<file path="config.mk">
export PLATFORM = sky130hd
export DESIGN_NAME = sfw_stream_writer
export DESIGN_NICKNAME = d
export VERILOG_FILES = /design/src/rtl/sfw_pkg.sv /design/src/rtl/sfw_flag_sync.sv /design/src/rtl/sfw_rate_div.sv /design/src/rtl/sfw_frame_gen.sv /design/src/rtl/sfw_write_ctrl.sv /design/src/rtl/sfw_stream_writer.sv
export SDC_FILE = /design/constraint.sdc
export NUM_CORES = 1
export LEC_CHECK = 0
export BUFFER_PORTS_ARGS = -buffer_cell sky130_fd_sc_hd__clkbuf_2
export CAP_MARGIN = 20
export CORE_ASPECT_RATIO = 0.8
export CORE_MARGIN = 2
export CORE_UTILIZATION = 31
export DETAILED_ROUTE_END_ITERATION = 16
export PLACE_DENSITY = 0.54
export SETUP_SLACK_MARGIN = 0.05
export SLEW_MARGIN = 20
export SYNTH_ARGS = -nofsm -noshare
export SYNTH_HDL_FRONTEND = slang
export SYNTH_HIERARCHICAL = 1
export SYNTH_SLANG_ARGS = --single-unit
</file>
<file path="constraint.sdc">
create_clock -name clk -period 3.35 [get_ports clk]
set_input_delay 0.5025 -clock clk [delete_from_list [all_inputs] [get_ports clk]]
set_output_delay 0.5025 -clock clk [all_outputs]
set_load 0.02 [all_outputs]
</file>
<file path="src/rtl/sfw_pkg.sv">
package sfw_pkg;

   typedef enum logic [1:0] {
      ST_IDLE  = 2'd0,
      ST_BURST = 2'd1,
      ST_TAIL  = 2'd2
   } wr_state_e;

endpackage

</file>
<file path="src/rtl/sfw_flag_sync.sv">
module sfw_flag_sync #(
   parameter int unsigned STAGES = 1
) (
   input  logic clk,
   input  logic rst_n,
   input  logic rdy_in,
   input  logic wm_n_in,
   output logic rdy_q,
   output logic wm_q
);

   generate
      if (STAGES < 1) begin : g_bad_stages
         $error("sfw_flag_sync: STAGES must be at least 1");
      end
   endgenerate

   logic [STAGES-1:0] rdy_pipe;
   logic [STAGES-1:0] wm_pipe;

   // watermark resets low: the buffer is treated as near full until the controller says otherwise
   always_ff @(posedge clk or negedge rst_n) begin
      if (!rst_n) begin
         rdy_pipe <= '0;
         wm_pipe  <= '0;
      end else begin
         for (int s = STAGES - 1; s > 0; s--) begin
            rdy_pipe[s] <= rdy_pipe[s-1];
            wm_pipe[s]  <= wm_pipe[s-1];
         end
         rdy_pipe[0] <= rdy_in;
         wm_pipe[0]  <= wm_n_in;
      end
   end

   assign rdy_q = rdy_pipe[STAGES-1];
   assign wm_q  = wm_pipe[STAGES-1];

endmodule

</file>
<file path="src/rtl/sfw_rate_div.sv">
module sfw_rate_div #(
   parameter int unsigned DIV_W   = 8,
   parameter bit          USE_DIV = 1'b1
) (
   input  logic             clk,
   input  logic             rst_n,
   input  logic [DIV_W-1:0] div_ratio,
   output logic             tick
);

   generate
      if (DIV_W < 1) begin : g_bad_width
         $error("sfw_rate_div: DIV_W must be at least 1");
      end

      if (USE_DIV) begin : g_div
         logic [DIV_W-1:0] cnt;

         // free-running slot counter; >= keeps the period bounded if the ratio shrinks mid-count
         assign tick = (cnt >= div_ratio);

         always_ff @(posedge clk or negedge rst_n) begin
            if (!rst_n) cnt <= '0;
            else if (tick) cnt <= '0;
            else cnt <= cnt + 1'b1;
         end
      end else begin : g_nodiv
         logic unused_div;
         assign unused_div = ^{div_ratio, clk, rst_n};
         assign tick = 1'b1;
      end
   endgenerate

endmodule

</file>
<file path="src/rtl/sfw_frame_gen.sv">
module sfw_frame_gen #(
   parameter int unsigned              LANE_W    = 16,
   parameter int unsigned              FRAME_LEN = 16,
   parameter logic [LANE_W-1:0]        MARKER    = 'h00FF,
   parameter logic [LANE_W-1:0]        HEAD_VAL  = 'd5
) (
   input  logic              clk,
   input  logic              rst_n,
   input  logic              advance,
   output logic [LANE_W-1:0] lane_a
);

   localparam int unsigned IDX_W = $clog2(FRAME_LEN);
   localparam logic [IDX_W-1:0] LAST_IDX = IDX_W'(FRAME_LEN - 1);

   generate
      if (FRAME_LEN < 3) begin : g_bad_len
         $error("sfw_frame_gen: FRAME_LEN must be at least 3");
      end
      if (IDX_W > LANE_W) begin : g_bad_lane
         $error("sfw_frame_gen: frame index does not fit in a lane");
      end
   endgenerate

   logic [IDX_W-1:0] idx;

   // the index moves only on written words, so a stalled burst resumes on the next value
   always_ff @(posedge clk or negedge rst_n) begin
      if (!rst_n) idx <= '0;
      else if (advance) idx <= (idx == LAST_IDX) ? '0 : idx + 1'b1;
   end

   always_comb begin
      if (idx == '0) lane_a = MARKER;
      else if (idx == IDX_W'(1)) lane_a = HEAD_VAL;
      else lane_a = LANE_W'(idx);
   end

endmodule

</file>
<file path="src/rtl/sfw_write_ctrl.sv">
module sfw_write_ctrl
   import sfw_pkg::*;
#(
   parameter int unsigned TAIL_WORDS = 4
) (
   input  logic clk,
   input  logic rst_n,
   input  logic enable,
   input  logic tick,
   input  logic rdy_q,
   input  logic wm_q,
   output logic write_en,
   output logic cs_active
);

   localparam int unsigned CNT_W = $clog2(TAIL_WORDS + 1);
   localparam logic [CNT_W-1:0] TAIL_LOAD = CNT_W'(TAIL_WORDS);

   generate
      if (TAIL_WORDS < 1) begin : g_bad_tail
         $error("sfw_write_ctrl: TAIL_WORDS must be at least 1");
      end
   endgenerate

   wr_state_e        state, state_nx;
   logic [CNT_W-1:0] tail_left, tail_nx;
   logic             stopping, go;
   logic [CNT_W-1:0] left, left_after;

   // the cycle that first sees the low watermark already spends from the allowance
   assign go         = enable & tick;
   assign stopping   = ((state == ST_BURST) && !wm_q) || (state == ST_TAIL);
   assign left       = (state == ST_TAIL) ? tail_left : TAIL_LOAD;
   assign write_en   = go && (((state == ST_BURST) && wm_q) || (stopping && (left != '0)));
   assign left_after = left - CNT_W'(write_en);
   assign cs_active  = (state != ST_IDLE);

   always_comb begin
      state_nx = state;
      tail_nx  = tail_left;
      unique case (state)
         ST_IDLE: begin
            if (enable && rdy_q && wm_q) state_nx = ST_BURST;
         end
         ST_BURST, ST_TAIL: begin
            if (stopping) begin
               tail_nx  = left_after;
               state_nx = (left_after == '0) ? ST_IDLE : ST_TAIL;
            end
         end
         default: state_nx = ST_IDLE;
      endcase
   end

   always_ff @(posedge clk or negedge rst_n) begin
      if (!rst_n) begin
         state     <= ST_IDLE;
         tail_left <= '0;
      end else begin
         state     <= state_nx;
         tail_left <= tail_nx;
      end
   end

   // leaving idle needs the sampled ready flag
   a_r2_start_needs_ready: assert property (@(posedge clk) disable iff (!rst_n)
      (state == ST_IDLE && !rdy_q) |=> (state == ST_IDLE));

   // with the watermark high a running burst cannot end
   a_r6_ready_no_stop: assert property (@(posedge clk) disable iff (!rst_n)
      (state == ST_BURST && wm_q) |=> (state != ST_IDLE));

endmodule

</file>
<file path="src/rtl/sfw_stream_writer.sv">
module sfw_stream_writer #(
   parameter int unsigned           DATA_W      = 32,
   parameter int unsigned           FRAME_LEN   = 16,
   parameter logic [DATA_W/2-1:0]   MARKER      = 'h00FF,
   parameter logic [DATA_W/2-1:0]   HEAD_VAL    = 'd5,
   parameter int unsigned           TAIL_WORDS  = 4,
   parameter int unsigned           DIV_W       = 8,
   parameter bit                    USE_DIV     = 1'b1,
   parameter int unsigned           SYNC_STAGES = 1
) (
   input  logic                 clk,
   input  logic                 rst_n,
   input  logic                 enable,
   input  logic [DIV_W-1:0]     div_ratio,
   input  logic                 flag_ready,
   input  logic                 flag_wm_n,
   input  logic [DATA_W/2-1:0]  aux_data,
   output logic                 slv_cs_n,
   output logic                 slv_wr_n,
   output logic [DATA_W-1:0]    slv_data
);

   localparam int unsigned LANE_W = DATA_W / 2;
   localparam int unsigned CHK_W  = $clog2(TAIL_WORDS + 2) + 1;

   generate
      if ((DATA_W % 2) != 0) begin : g_bad_data_w
         $error("sfw_stream_writer: DATA_W must be even");
      end
   endgenerate

   logic              rdy_q, wm_q, tick, write_en, cs_active;
   logic [LANE_W-1:0] lane_a;

   sfw_flag_sync #(.STAGES(SYNC_STAGES)) i_sync (
      .clk     (clk),
      .rst_n   (rst_n),
      .rdy_in  (flag_ready),
      .wm_n_in (flag_wm_n),
      .rdy_q   (rdy_q),
      .wm_q    (wm_q)
   );

   sfw_rate_div #(.DIV_W(DIV_W), .USE_DIV(USE_DIV)) i_div (
      .clk       (clk),
      .rst_n     (rst_n),
      .div_ratio (div_ratio),
      .tick      (tick)
   );

   sfw_write_ctrl #(.TAIL_WORDS(TAIL_WORDS)) i_ctrl (
      .clk       (clk),
      .rst_n     (rst_n),
      .enable    (enable),
      .tick      (tick),
      .rdy_q     (rdy_q),
      .wm_q      (wm_q),
      .write_en  (write_en),
      .cs_active (cs_active)
   );

   sfw_frame_gen #(
      .LANE_W    (LANE_W),
      .FRAME_LEN (FRAME_LEN),
      .MARKER    (MARKER),
      .HEAD_VAL  (HEAD_VAL)
   ) i_frame (
      .clk     (clk),
      .rst_n   (rst_n),
      .advance (write_en),
      .lane_a  (lane_a)
   );

   assign slv_cs_n = ~cs_active;
   assign slv_wr_n = ~write_en;
   assign slv_data = {lane_a, aux_data};

   // checker: words written while the sampled watermark is low, cleared when the burst ends
   logic [CHK_W-1:0] post_wm_cnt;
   always_ff @(posedge clk or negedge rst_n) begin
      if (!rst_n) post_wm_cnt <= '0;
      else if (slv_cs_n) post_wm_cnt <= '0;
      else if (!wm_q && !slv_wr_n && (post_wm_cnt != '1)) post_wm_cnt <= post_wm_cnt + 1'b1;
   end

   // never more writes after the watermark than the allowance
   a_r7_tail_bound: assert property (@(posedge clk) disable iff (!rst_n)
      post_wm_cnt <= CHK_W'(TAIL_WORDS));

   // the strobe only inside chip select
   a_r3_wr_inside_cs: assert property (@(posedge clk) disable iff (!rst_n)
      !slv_wr_n |-> !slv_cs_n);

   // reset holds both control lines inactive
   a_r1_reset_idle: assert property (@(posedge clk)
      !rst_n |-> (slv_cs_n && slv_wr_n));

endmodule

</file>
== Yosys cells after proc, flatten, opt, wreduce, memory -nomap -nowiden ==
Index checks and enable logic that the tools add are counted.

* Memory bits (writable): 0
* Bits of input ports: 29
* Output and inout port bits: 34
* Bits in read-only memories: 0
* Word-level logic and storage cells: 45
* Memories kept: 0
* Register bits: 19
* Bits in latches: 0

* Eq/ne operators: 6
* $mul: 0
* Reduce and logical (&&, ||, !) cells: 17
* Order comparisons: 1
* Div/mod/pow operators: 0
* Shift operators: 0
* Bitwise logic cells: 3
* Mux-type cells: 9
* Add/sub/neg operators: 3

{| class="wikitable"
|+ Operators with widths
! operator !! count
|-
| $mux W16 || 1
|-
| $add A8 B1 Y8 const B || 1
|-
| $ge A8 B8 Y1 || 1
|-
| $mux W4 || 2
|-
| $mux W8 || 1
|-
| $logic_and A1 B1 Y1 || 6
|-
| $mux W2 || 3
|-
| $add A4 B1 Y4 const B || 1
|-
| $eq A4 B1 Y1 const B || 1
|-
| $eq A4 B4 Y1 const B || 1
|-
| $logic_not A4 Y1 || 1
|-
| $ne A2 B1 Y1 const B || 2
|-
| $pmux W2 S2 || 1
|-
| $reduce_and A2 Y1 || 2
|-
| $logic_not A3 Y1 || 1
|-
| $mux W3 || 1
|-
| $reduce_bool A3 Y1 || 1
|-
| $sub A3 B1 Y3 || 1
|-
| $eq A2 B1 Y1 const B || 1
|-
| $eq A2 B2 Y1 const B || 1
|-
| $logic_not A2 Y1 || 1
|-
| $logic_or A1 B1 Y1 || 2
|-
| $not A1 Y1 || 2
|-
| $reduce_bool A2 Y1 || 1
|-
| 3 further kinds || 3
|}

== Depth between registers and ports, before layout ==
Gate-level depths: netlist of the first run.

* Depth in word-level cells: 11
* Gate-level depth with buffers: 13

== Hierarchy ==
Netlist of the first run, hierarchy kept.

{| class="wikitable"
|+ Modules (own cells, without submodules)
! module !! area each (um^2) !! cells an instance !! times used
|-
| sfw_rate_div || 555.5 || 54 || 1
|-
| sfw_write_ctrl || 377.9 || 40 || 1
|-
| sfw_frame_gen || 344.1 || 41 || 1
|-
| sfw_stream_writer || 127.6 || 18 || 1
|-
| sfw_flag_sync || 50.0 || 2 || 1
|}

== Worst setup path before layout of the first run ==
No wires, ideal clock.

* Path type: input -> register
* Start: in div_ratio[7]
* End: reg i_ctrl.state[1]
* Required time: 3.254 ns
* Cell stages on the path: 13
* Path slack: 0.538 ns
* Arrival: 2.716 ns
* Path through: inv_1 > ha_1 > and3_1 > o211ai_1 > o21ai_2 > nand2_1 > a21oi_1 > ha_1 > ha_1 > inv_1 > xnor2_1 > a31o_1 > o32ai_2

* Cells in the longest elaborated chain, start to end: 8

{| class="wikitable"
|+ RTL lines
! item !! RTL line !! text
|-
| start, declared || sfw_stream_writer.sv:14 || <nowiki>input logic [DIV_W-1:0] div_ratio,</nowiki>
|-
| $ge A8 B8 Y1 || sfw_rate_div.sv:20 || <nowiki>assign tick = (cnt >= div_ratio);</nowiki>
|-
| net tick || sfw_stream_writer.sv:32 || <nowiki>logic rdy_q, wm_q, tick, write_en, cs_active;</nowiki>
|-
| $and A1 B1 Y1 || sfw_write_ctrl.sv:31 || <nowiki>assign go = enable & tick;</nowiki>
|-
| $logic_and A1 B1 Y1 || sfw_write_ctrl.sv:34 || <nowiki>assign write_en = go && (((state == ST_BURST) && wm_q) || (stopping && (left != '0)));</nowiki>
|-
| net write_en || sfw_stream_writer.sv:32 ||
|-
| $sub A3 B1 Y3 || sfw_write_ctrl.sv:35 || <nowiki>assign left_after = left - CNT_W'(write_en);</nowiki>
|-
| $logic_not A3 Y1 || sfw_write_ctrl.sv:48 || <nowiki>state_nx = (left_after == '0) ? ST_IDLE : ST_TAIL;</nowiki>
|-
| $mux W2 || sfw_write_ctrl.sv:48 ||
|-
| $mux W2 || sfw_write_ctrl.sv:46 || <nowiki>if (stopping) begin</nowiki>
|-
| $pmux W2 S2 || sfw_write_ctrl.sv:41 || <nowiki>unique case (state)</nowiki>
|-
| end signal, assigned || sfw_write_ctrl.sv:60 || <nowiki>state <= state_nx;</nowiki>
|-
| end, declared || sfw_write_ctrl.sv:25 || <nowiki>wr_state_e state, state_nx;</nowiki>
|}

The timed path passes the listed nets, and every way through them passes these cells. The select of a mux whose other input is x is not followed.
A chain may end at the register's enable or synchronous reset.

== Final worst setup path of the first run ==
* Start: reg i_div.g_div.cnt[6]
* End: out slv_wr_n

* Cells in the longest elaborated chain, start to end: 4

{| class="wikitable"
|+ RTL lines
! item !! RTL line !! text
|-
| start, declared || sfw_rate_div.sv:17 || <nowiki>logic [DIV_W-1:0] cnt;</nowiki>
|-
| start signal, assigned || sfw_rate_div.sv:25 || <nowiki>else cnt <= cnt + 1'b1;</nowiki>
|-
| $ge A8 B8 Y1 || sfw_rate_div.sv:20 ||
|-
| net tick || sfw_stream_writer.sv:32 ||
|-
| $and A1 B1 Y1 || sfw_write_ctrl.sv:31 ||
|-
| $logic_and A1 B1 Y1 || sfw_write_ctrl.sv:34 ||
|-
| net write_en || sfw_stream_writer.sv:32 ||
|-
| $not A1 Y1 || sfw_stream_writer.sv:75 || <nowiki>assign slv_wr_n = ~write_en;</nowiki>
|-
| end, declared || sfw_stream_writer.sv:19 || <nowiki>output logic slv_wr_n,</nowiki>
|}

The timed path passes the listed nets, and every way through them passes these cells.

==> metrics.md, run 1 <==
| Metric | Value |
|---|---|
| Result of the run | finished clean |
| Simple-Gate Fraction of Synth Area | 0.113 |
| Main combinational cell family by area after synthesis | buffers and inverters |
| Post-Synth Adder-Cell Area | 0.163 |
| Pwr dens | 783 mW/mm2 |
| Achievable frequency | 0.386 GHz |
| Count of final setup violators | 0 |
| Routed wire length per instance | 10.0 um |
| Area taken by flip-flops and latches | 475 um2 |
| Proportion of netlist area held by the largest area contributor | 0.327 |
| HPWL reported at the end of detailed placement | 1.76 mm |
| Detailed Route Iter0 Violations | 34 |
| Starting utilization of the core area | 0.320 |
| XOR/XNOR Fraction of Synth Area | 0.0482 |
| Total of fill cells in the finished design | 475 |
| Overall die height | 65.3 um |
| Setup repair after global routing missed its margin | false |
| Instance area after placement | 0.00148 mm2 |
| Total negative slack | 0 ns |
| Switching pwr | 0.525 mW |
| Worst EP arrival | 2.09 ns |
| Library cells used by synthesis | 33 |
| Delay of the slowest cell on the worst path | 0.41 ns |
| Count of instances resized after the clock tree is built | 0 |
| First-pass detailed-route iteration total | 4 |
| Total standard cell area after synthesis | 0.00146 mm2 |
| Critical path's top delay family | compound AO/OA/AOI/OAI gates |
| Clock transition at the registers of the reported paths | 0.07 ns |
| Initial antenna violation count | 0 |
| Total detailed-routing wirelength | 2.24 mm |
| Core outline area | 0.00454 mm2 |
| Synthesis-stage register bit count | 19 |
| Synthesized area per cell | 9.39 um2 |
| Vias in the first global route | 869 |
| Num CTS Buffers | 3 |
| CTS root buf | sky130_fd_sc_hd__clkbuf_8 |
| Yosys warning count | 6 |
| Number of slew-limit violations in the final report | 0 |
| Startpoint types | flop |
| Clock network latency to the later pin of the worst-skew pair | 0.25 ns |
| Layout-stage area growth over the synthesis result | 4.81% |
| Relative contribution of the clock network to total power | 0.132 |
| Remaining global-route overflow | 0 |
| Number of hold-slack violations in the final timing report | 0 |
| Pin count of the biggest net entering global routing | 20 |
| Final period demand of the worst path | 2.59 ns |
| Multiplexer share of the synthesized area | 0.00774 |
| Number of flops mapped to enable cells by yosys | 0 |
| Internal power component | 0.669 mW |
| Count of unresolved DRC violations after routing | 0 |
| Clock Skews | 0.000656 ns |
| Dominant cell type by area after synthesis | sky130_fd_sc_hd__dfrtp_1 |
| Via density per instance | 4.19 |
| Clock sink total | 19 |
| Reported leakage power | 0.789 nW |
| Sort of element at the end of the critical path | output pin |
| Finished layout cell area | 0.00153 mm2 |
| Crit share post-route | 0.773 |
| DRT antenna net count | 0 |
| Maximum VDD drop | 0.400 mV |
| Bufs on Longest Clock Path | 2 |
| Worst Path Class, Setup | reg -> out |
| Largest fanout on the critical path | 7 |
| Nets | 212 |
| Synthesized instance count | 155 |
| Multi-input gate area | 732 um2 |
| FFs w/ async S/R, synth | 1.00 |
| Final estimated routing congestion in global placement | 0.741 |
| Share of the synthesized area in compound gates (AO/OA/AOI/OAI) | 0.150 |
| Combinational power share | 0.523 |
| Width of the chip | 80.6 um |
| Cell with the largest stage delay on the worst path | sky130_fd_sc_hd__dfrtp_1 |
| Via Count | 935 |
| Sw Ratio | 0.439 |
| # diodes | 0 |
| Top flip-flop cell by instance count after synthesis | sky130_fd_sc_hd__dfrtp_1 |
| First-pass GRT wire length | 3.95 mm |
| Number of port buffers | 22 |
| Proportion of synthesized chip area in sequential cells | 0.327 |
| Relative contribution of sequential cells to total power | 0.345 |
| Critical path cell sequence | ha_1 -> and3_1 -> a221oi_2 -> o21ai_2 -> nand2_1 -> a21oi_1 -> buf_4 -> inv_1 -> clkbuf_2 |
| Total power | 1.19 mW |
| Number of levels the H-tree was split into | 1 |
| Tightest Hold Check Type | in -> async |
| Post-CTS Hold Buffers | 0 |
| Crit path buf inv count | 3 |
| CTS tree | done |
| Max Cap Violations | 0 |
| Data required time of the critical path | 2.85 ns |
| Combined global-route utilization of all metal layers | 0.0962 |
| Number of setup buffers added after CTS | 0 |
| Cell types with the largest area share after synthesis | sky130_fd_sc_hd__dfrtp_1 33%, sky130_fd_sc_hd__ha_1 16%, sky130_fd_sc_hd__buf_4 14% |
| Area of the die | 0.00526 mm2 |
| Ratio of cells with drive above 1 in the final layout | 0.227 |
| Number of placement rows | 22 |
| Top-level port count | 63 |
cells in the final DEF (no fill, tap or decap), types with 2 or more instances in the layout:
master                      n
sky130_fd_sc_hd__clkbuf_2  22
sky130_fd_sc_hd__inv_1     19
sky130_fd_sc_hd__a21oi_1    4
sky130_fd_sc_hd__dfrtp_1   19
sky130_fd_sc_hd__a31oi_1    2
sky130_fd_sc_hd__buf_4      2
sky130_fd_sc_hd__clkbuf_8   3
sky130_fd_sc_hd__o31ai_1    2
sky130_fd_sc_hd__nand2_1    8
sky130_fd_sc_hd__ha_1      19
sky130_fd_sc_hd__xnor2_1    4
sky130_fd_sc_hd__o21ai_0    8
sky130_fd_sc_hd__a21o_1     2
sky130_fd_sc_hd__conb_1     8
sky130_fd_sc_hd__and3_1     3
sky130_fd_sc_hd__nand3_1    6
sky130_fd_sc_hd__xor2_1     4
sky130_fd_sc_hd__nor2_1    10
worst reg2reg max path: stages (launching register included):
cell	delay, ns
sky130_fd_sc_hd__dfrtp_1	0.41
sky130_fd_sc_hd__ha_1	0.30
sky130_fd_sc_hd__and3_1	0.21
sky130_fd_sc_hd__a221oi_2	0.31
sky130_fd_sc_hd__o21ai_2	0.10
sky130_fd_sc_hd__nand2_1	0.07
sky130_fd_sc_hd__a21oi_1	0.05
sky130_fd_sc_hd__ha_1	0.21
sky130_fd_sc_hd__ha_1	0.20
sky130_fd_sc_hd__inv_1	0.08
sky130_fd_sc_hd__xnor2_1	0.08
sky130_fd_sc_hd__a31o_1	0.23
sky130_fd_sc_hd__o32ai_2	0.18
registers in the layout, summed over array words and instances (netlist names):
| register | flops |
|---|---|
| i_sync/rdy_q | 1 |
| i_ctrl/state | 2 |
| i_ctrl/tail_left | 3 |
| i_frame/idx | 4 |
| i_sync/wm_q | 1 |
| i_div/g_div.cnt | 8 |
cells in the mapped netlist (2+ instances only):
master / instances
sky130_fd_sc_hd__buf_4: 27
sky130_fd_sc_hd__dfrtp_1: 19
sky130_fd_sc_hd__ha_1: 19
sky130_fd_sc_hd__inv_1: 19
sky130_fd_sc_hd__nor2_1: 10
sky130_fd_sc_hd__nand2_1: 8
sky130_fd_sc_hd__o21ai_0: 8
sky130_fd_sc_hd__nand3_1: 6
sky130_fd_sc_hd__a21oi_1: 4
sky130_fd_sc_hd__xnor2_1: 4
sky130_fd_sc_hd__xor2_1: 4
sky130_fd_sc_hd__and3_1: 3
sky130_fd_sc_hd__a21o_1: 2
sky130_fd_sc_hd__a31oi_1: 2
sky130_fd_sc_hd__o31ai_1: 2
layout make-up:
class / count / share of cell area
flip-flops and latches: 19 / 0.312
inverters: 19 / 0.0468
well taps: 60 / 0.0492
clock buffers: 3 / 0.0271
multi-input cells: 97 / 0.480
repair buffers: 24 / 0.0820
clock inverters: 1 / 0.00328
cell families after synthesis:
logic type | after synthesis
mux | 1
flops | 19
buf+inv | 46
xor+xnor | 8
compound gates | 28
fa+ha+maj | 19
other cells | 1
simple gates | 33
final timing paths:
check	endpoint	cells after the start	startpoint	slack (ns)
max reg2reg	i_ctrl/state[1]	12	i_div/g_div.cnt[6]	0.82
min	i_sync/rdy_q	1	rst_n	0.19
min reg2reg	i_div/g_div.cnt[0]	1	i_div/g_div.cnt[0]	0.48
max in group asynchronous	i_frame/idx[3]	1	rst_n	2.83
min in group clk	i_sync/rdy_q	1	flag_ready	0.35
max	slv_wr_n	9	i_div/g_div.cnt[6]	0.76
per-layer routing:
metal,track usage,routed length (um)
met5,0,0
met1,0.138,1210
met3,0.0385,134
met4,0.0191,7
met2,0.135,883
power groups by stage:
stage / Clock [mW] / Combinational [mW] / Sequential (mW)
6_report: 0.158 / 0.624 / 0.412
3_5_place_dp: 0 / 0.628 / 0.417
5_1_grt: 0.177 / 0.703 / 0.428
4_1_cts: 0.165 / 0.631 / 0.413
2_1_floorplan: 0 / 0.545 / 0.392
3_3_place_gp: 0 / 0.626 / 0.417
per-stage QoR:
stage / util / hold slack, ns / worst slack [ns] / instances
floorplan: - / 0.207 / 0.538 / 162
global placement: 0.326 / 0.476 / 0.616 / 219
detailed placement: 0.326 / 0.473 / 0.602 / 219
CTS: 0.336 / 0.210 / 0.724 / 223
global route: 0.336 / 0.227 / 0.623 / 223
finish: 0.336 / 0.191 / 0.759 / 223
Power figures use the tool's default switching activity.
==> run 2: changes to the inputs <==
PLACE_DENSITY = 0.56   (was 0.54)
clock period = 2.2 ns   (was 3.35 ns; I/O delays follow)
==> metrics.md, run 2 (synthesis results as in run 1) <==
| Metric | Value |
|---|---|
| Result of the run | finished with violations |
| Violations in the final reports | setup timing |
| Initial antenna violation count | 0 (unchanged) |
| Number of flip-flops in the largest register | 8 (unchanged) |
| Reported leakage power | 0.874 nW (+11%) |
| Nets | 224 (+5.7%) |
| Area taken by flip-flops and latches | 475 um2 (unchanged) |
| Finished layout cell area | 0.00174 mm2 (+14%) |
| DRT antenna net count | 0 (unchanged) |
| Detailed Route Iter0 Violations | 38 (+12%) |
| Most frequent cells in the layout | 21 x sky130_fd_sc_hd__clkbuf_2, 19 x sky130_fd_sc_hd__dfrtp_1, 17 x sky130_fd_sc_hd__inv_1, 15 x sky130_fd_sc_hd__ha_1, 12 x sky130_fd_sc_hd__buf_4 |
| R2R depth | 13 (+1) |
| Vias in the first global route | 962 (+11%) |
| Max Cap Violations | 0 (unchanged) |
| Origin of the worst setup path | i_div/g_div.cnt[0] |
| Total negative slack | -0.147 ns (-0.147 ns) |
| Core outline area | 0.00454 mm2 (unchanged) |
| Critical Path Sink | i_ctrl/state[1] |
| Via density per instance | 4.27 (+1.9%) |
| Instance area after placement | 0.00158 mm2 (+6.9%) |
| Starting utilization of the core area | 0.320 (unchanged) |
| Bufs on Longest Clock Path | 2 (unchanged) |
| # diodes | 0 (unchanged) |
| Clock sink total | 19 (unchanged) |
| Total power | 1.98 mW (+66%) |
| Count of final setup violators | 3 (+3) |
| Achievable frequency | 0.439 GHz |
| Sort of element at the end of the critical path | flop |
| Clock transition at the registers of the reported paths | 0.07 ns (about the same) |
| Tightest Hold Check Type | in -> async |
| Worst EP arrival | 2.44 ns (+0.35 ns) |
| Width of the chip | 80.6 um (unchanged) |
| First-pass detailed-route iteration total | 4 (unchanged) |
| Delay of the slowest cell on the worst path | 0.34 ns (-0.07 ns) |
| Total of fill cells in the finished design | 461 (-2.9%) |
| Multi-input gate area | 831 um2 (+14%) |
| Remaining global-route overflow | 0 (unchanged) |
| Cell with the largest stage delay on the worst path | sky130_fd_sc_hd__dfrtp_1 |
| Layout-stage area growth over the synthesis result | 19.3% |
| Via Count | 1004 (+7.4%) |
| Reg2reg start | i_div/g_div.cnt[0] |
| Number of slew-limit violations in the final report | 0 (unchanged) |
| Maximum VDD drop | 0.552 mV (+38%) |
| Reg-to-reg endpoint | i_ctrl/state[1] |
| Largest register by flop count | i_div/g_div.cnt |
| Placed instance count | 227 (+3.7%) |
| Num CTS Buffers | 3 (unchanged) |
| Final period demand of the worst path | 2.28 ns |
| Number of hold-slack violations in the final timing report | 0 (unchanged) |
| Setup repair after global routing missed its margin | true |
| Combined global-route utilization of all metal layers | 0.105 (+0.00886) |
| Worst hold slack | 0.0256 ns (-0.166 ns) |
| CTS root buf | sky130_fd_sc_hd__clkbuf_8 |
| Cell Count, Final, Fillers Out | 235 (+5.4%) |
| Largest fanout on the critical path | 2 (-5) |
| Area of the die | 0.00526 mm2 (unchanged) |
| Total detailed-routing wirelength | 2.48 mm (+11%) |
| Number of levels the H-tree was split into | 1 (unchanged) |
| CTS tree | done |
| Post-CTS Hold Buffers | 0 (unchanged) |
| Reg-to-reg slack, setup | -0.08 ns (-0.90 ns) |
| Ratio of cells with drive above 1 in the final layout | 0.354 (+0.127) |
| Clock Skews | 0.00124 ns (+0.000580 ns) |
| Routed wire length per instance | 10.5 um (+4.9%) |
| Number of port buffers | 22 (unchanged) |
| First-pass GRT wire length | 4.22 mm (+7.0%) |
| HPWL reported at the end of detailed placement | 1.90 mm (+7.8%) |
| Startpoint types | flop |
| Most Frequent Cell on Critical Path | sky130_fd_sc_hd__ha_4 |
| Number of placement rows | 22 (unchanged) |
| Pin count of the biggest net entering global routing | 20 (unchanged) |
| Top-level port count | 63 (unchanged) |
| Data required time of the critical path | 2.37 ns (-0.48 ns) |
| Final estimated routing congestion in global placement | 0.753 (+1.6%) |
| Setup WS pre-CTS | -0.208 ns (-0.810 ns) |
| Count of unresolved DRC violations after routing | 0 (unchanged) |
| Pwr dens | 1140 mW/mm2 (+46%) |
| Clock network latency to the later pin of the worst-skew pair | 0.25 ns (about the same) |
| Final worst setup slack | -0.0787 ns (-0.838 ns) |
| Critical path cell sequence | inv_1 -> ha_1 -> nand2b_4 -> a2111oi_4 -> o21ai_2 -> nand2_2 -> a21oi_4 -> ha_4 -> ha_4 -> inv_4 -> xnor2_2 -> a31o_1 -> o32ai_2 |
| Crit share post-route | 1.04 |
| Overall die height | 65.3 um (unchanged) |
| Commonest non-fill, non-tap cell in the layout | sky130_fd_sc_hd__clkbuf_2 |
| Worst Path Class, Setup | reg -> reg |
| Largest registers | i_div/g_div.cnt x8, i_frame/idx x4, i_ctrl/tail_left x3 |
| Final Util | 0.382 (+0.0463) |
==> run 2: cell count changes in the layout (fill, tap and decap cells not counted), sizes merged <==
cell / previous run / this run
buf: 2 / 15
clkinv: 1 / 0
==> run 2: how the worst min path moves through the flow <==
stage	cells past startpoint	to	start
5_1_grt	1	i_ctrl/state[0]	rst_n
6_report	1	i_ctrl/state[1]	rst_n
2_1_floorplan	0	i_ctrl/state[0]	rst_n
4_1_cts	1	i_ctrl/state[0]	rst_n
3_5_place_dp	1	i_ctrl/state[0]	rst_n
3_3_place_gp	1	i_ctrl/state[0]	rst_n
==> run 2: layer usage <==
metal  global-route usage  share of wire  routed length, um  vias to the layer above
met2                0.154           0.43               1060                       26
met4               0.0360          0.011                 27                        0
met1                0.145           0.50               1230                      454
met3               0.0343          0.066                164                        4
met5                    0              0                  0                        -
li1                     -              -                  -                      520
==> run 2: area by class of cell <==
type	count	area share
multi-input combinational	97	0.479
sequential	19	0.274
timing repair buffer	36	0.134
inverter	19	0.0440
tap	60	0.0433
clock buffer	4	0.0260
==> run 2: power by group <==
part           internal [mW]  switching [mW]
registers              0.482           0.121
clock network          0.129           0.110
logic                  0.512           0.626
==> run 2: repair_timing <==
item                                    in CTS  in global routing
pin swaps                                    8                  4
buffers inserted                             3                  1
endpoints found under the setup margin       2                  5
gates resized for setup                      7                 12
==> run 2: worst max-delay path: cells and delay by family (launching register included) <==
| family | cells | cell delay [ns] |
|---|---|---|
| AO/OA/AOI/OAI | 5 | 0.84 |
| adder cells (fa/ha/maj) | 3 | 0.60 |
| flip-flops | 1 | 0.34 |
| AND/OR/NAND/NOR | 2 | 0.22 |
| buffers and inverters | 2 | 0.11 |
| XOR/XNOR | 1 | 0.06 |
==> run 3: changes to the inputs <==
RECOVER_POWER = 100   (was default)
==> metrics.md, run 3 (synthesis results as in run 1) <==
| Metric | Value |
|---|---|
| Result of the run | finished with violations |
| Violations in the final reports | setup timing |
| Critical path cell sequence | inv_1 -> ha_1 -> nand2b_4 -> a2111oi_4 -> o21ai_2 -> nand2_2 -> a21oi_4 -> ha_4 -> ha_4 -> inv_4 -> xnor2_2 -> a31o_1 -> o32ai_2 |
| CTS root buf | sky130_fd_sc_hd__clkbuf_8 |
| Final estimated routing congestion in global placement | 0.753 (unchanged) |
| Finished layout cell area | 0.00173 mm2 (-0.14%) |
| Initial antenna violation count | 0 (unchanged) |
| Largest fanout on the critical path | 2 (unchanged) |
| Number of placement rows | 22 (unchanged) |
| Via Count | 1004 (unchanged) |
| Worst EP arrival | 2.44 ns (about the same) |
| Clock sink total | 19 (unchanged) |
| Reg-to-reg endpoint | i_ctrl/state[1] |
| Count of final setup violators | 3 (unchanged) |
| Vias in the first global route | 962 (unchanged) |
| Pin count of the biggest net entering global routing | 20 (unchanged) |
| Detailed Route Iter0 Violations | 38 (unchanged) |
| First-pass GRT wire length | 4.22 mm (unchanged) |
| CTS tree | done |
| R2R depth | 13 (unchanged) |
| Top-level port count | 63 (unchanged) |
| Maximum VDD drop | 0.552 mV (about the same) |
| Total power | 1.98 mW (-0.16%) |
| Data required time of the critical path | 2.37 ns (about the same) |
| Core outline area | 0.00454 mm2 (unchanged) |
| Achievable frequency | 0.439 GHz (about the same) |
| Relative slew margins | 0.291 |
| Clock transition at the registers of the reported paths | 0.07 ns (about the same) |
| Pwr dens | 1140 mW/mm2 (about the same) |
| Remaining global-route overflow | 0 (unchanged) |
| Starting utilization of the core area | 0.320 (unchanged) |
| Number of hold-slack violations in the final timing report | 0 (unchanged) |
| Number of levels the H-tree was split into | 1 (unchanged) |
| Startpoint types | flop |
| Final period demand of the worst path | 2.28 ns (-0.00000490 ns) |
| Crit share post-route | 1.04 (about the same) |
| # diodes | 0 (unchanged) |
| Origin of the worst setup path | i_div/g_div.cnt[0] |
| DRT antenna net count | 0 (unchanged) |
| Worst hold slack | 0.178 ns (+0.152 ns) |
| Setup repair after global routing missed its margin | true |
| Clock network latency to the later pin of the worst-skew pair | 0.25 ns (about the same) |
| Slew @ Worst Pin | 1.06 ns |
| Routed wire length per instance | 10.5 um (about the same) |
| Number of flip-flops in the largest register | 8 (unchanged) |
| First-pass detailed-route iteration total | 4 (unchanged) |
| Nets | 224 (unchanged) |
| Total of fill cells in the finished design | 463 (+0.43%) |
| Most Frequent Cell on Critical Path | sky130_fd_sc_hd__ha_4 |
| Reg-to-reg slack, setup | -0.08 ns (about the same) |
| Area of the die | 0.00526 mm2 (unchanged) |
| Cell with the largest stage delay on the worst path | sky130_fd_sc_hd__dfrtp_1 |
| Sort of element at the end of the critical path | flop |
| Largest registers | i_div/g_div.cnt x8, i_frame/idx x4, i_ctrl/tail_left x3 |
| Delay of the slowest cell on the worst path | 0.34 ns (about the same) |
| Startpoint of the tightest hold check path | flag_ready |
| Final worst setup slack | -0.0787 ns (+0.00000490 ns) |
| Via density per instance | 4.27 (unchanged) |
| Number of port buffers | 22 (unchanged) |
| Bufs on Longest Clock Path | 2 (unchanged) |
| Clock Skews | 0.00122 ns (-0.0000180 ns) |
| Number of slew-limit violations in the final report | 0 (unchanged) |
| Layout-stage area growth over the synthesis result | 19.1% |
| Largest register by flop count | i_div/g_div.cnt |
| Most frequent cells in the layout | 19 x sky130_fd_sc_hd__dfrtp_1, 19 x sky130_fd_sc_hd__clkbuf_2, 17 x sky130_fd_sc_hd__inv_1, 15 x sky130_fd_sc_hd__ha_1, 12 x sky130_fd_sc_hd__buf_4 |
| HPWL reported at the end of detailed placement | 1.90 mm (unchanged) |
| Width of the chip | 80.6 um (unchanged) |
| Total detailed-routing wirelength | 2.48 mm (about the same) |
| Overall die height | 65.3 um (unchanged) |
| Worst Path Class, Setup | reg -> reg |
| Reported leakage power | 0.868 nW (-0.68%) |
| Reg2reg start | i_div/g_div.cnt[0] |
| Tightest Hold Check Type | in -> reg |
| Ratio of cells with drive above 1 in the final layout | 0.343 (-0.0114) |
| Instance area after placement | 0.00158 mm2 (unchanged) |
| Combined global-route utilization of all metal layers | 0.105 (unchanged) |
| Num CTS Buffers | 3 (unchanged) |
| Max Cap Violations | 0 (unchanged) |
| Count of unresolved DRC violations after routing | 0 (unchanged) |
| Critical Path Sink | i_ctrl/state[1] |
## run 3: changes by cell type in the layout (fill, tap and decap cells not counted)
cell                       change
sky130_fd_sc_hd__clkbuf_1      +2
sky130_fd_sc_hd__clkbuf_2      -2
## run 3: metal layers
layer | vias up | share of wire | GRT usage
li1 | 520 | - | -
met1 | 454 | 0.50 | 0.145
met2 | 26 | 0.43 | 0.154
met3 | 4 | 0.063 | 0.0343
met4 | 0 | 0.011 | 0.0360
met5 | - | 0 | 0
## run 3: worst max-delay path: cells and delay by family (launching register included)
kind,cells,cell delay [ns]
buf+inv,2,0.11
flops,1,0.34
xor+xnor,1,0.06
simple gates,2,0.22
fa+ha+maj,3,0.60
compound gates,5,0.84
## run 3: power breakdown
group          internal, mW  switching, mW  total [mW]  leakage [nW]
registers             0.482          0.121       0.602         0.235
clock network         0.129          0.110       0.239        0.0228
logic                 0.508          0.626        1.13         0.609
total                  1.12          0.857        1.98         0.868
## run 3: area by class of cell
cell class,count,area [um2],share of cell area
clock buffer,4,45.0,0.0260
multi-input combinational,97,831,0.479
inverter,19,76.3,0.0440
timing repair buffer,36,230,0.133
tap,60,75.1,0.0433
sequential,19,475,0.274
## run 3: worst min path at each step
stage,to,slack [ns],depth (start not counted)
2_1_floorplan,i_ctrl/state[0],0.03,0
3_3_place_gp,i_ctrl/state[0],0.32,1
3_5_place_dp,i_ctrl/state[0],0.33,1
4_1_cts,i_ctrl/state[0],0.05,1
5_1_grt,i_sync/wm_q,0.16,1
6_report,i_sync/rdy_q,0.18,1
## run 3: repair_timing
item	CTS	global route
setup buffers	3	1
hold buffers	0	0
pin swaps	8	4
setup endpoints to repair	2	5
gates resized for setup	7	12
cloned	0	0
## run 3: metrics by stage
stage,TNS [ns],setup WS (ns),utilization,instances
after floorplan,-0.287,-0.257,-,162
after global placement,-0.166,-0.166,0.348,227
final,-0.147,-0.0787,0.382,235
after global routing,-0.473,-0.185,0.382,235
after detailed placement,-0.215,-0.208,0.348,227
after CTS,-0.192,-0.103,0.371,234
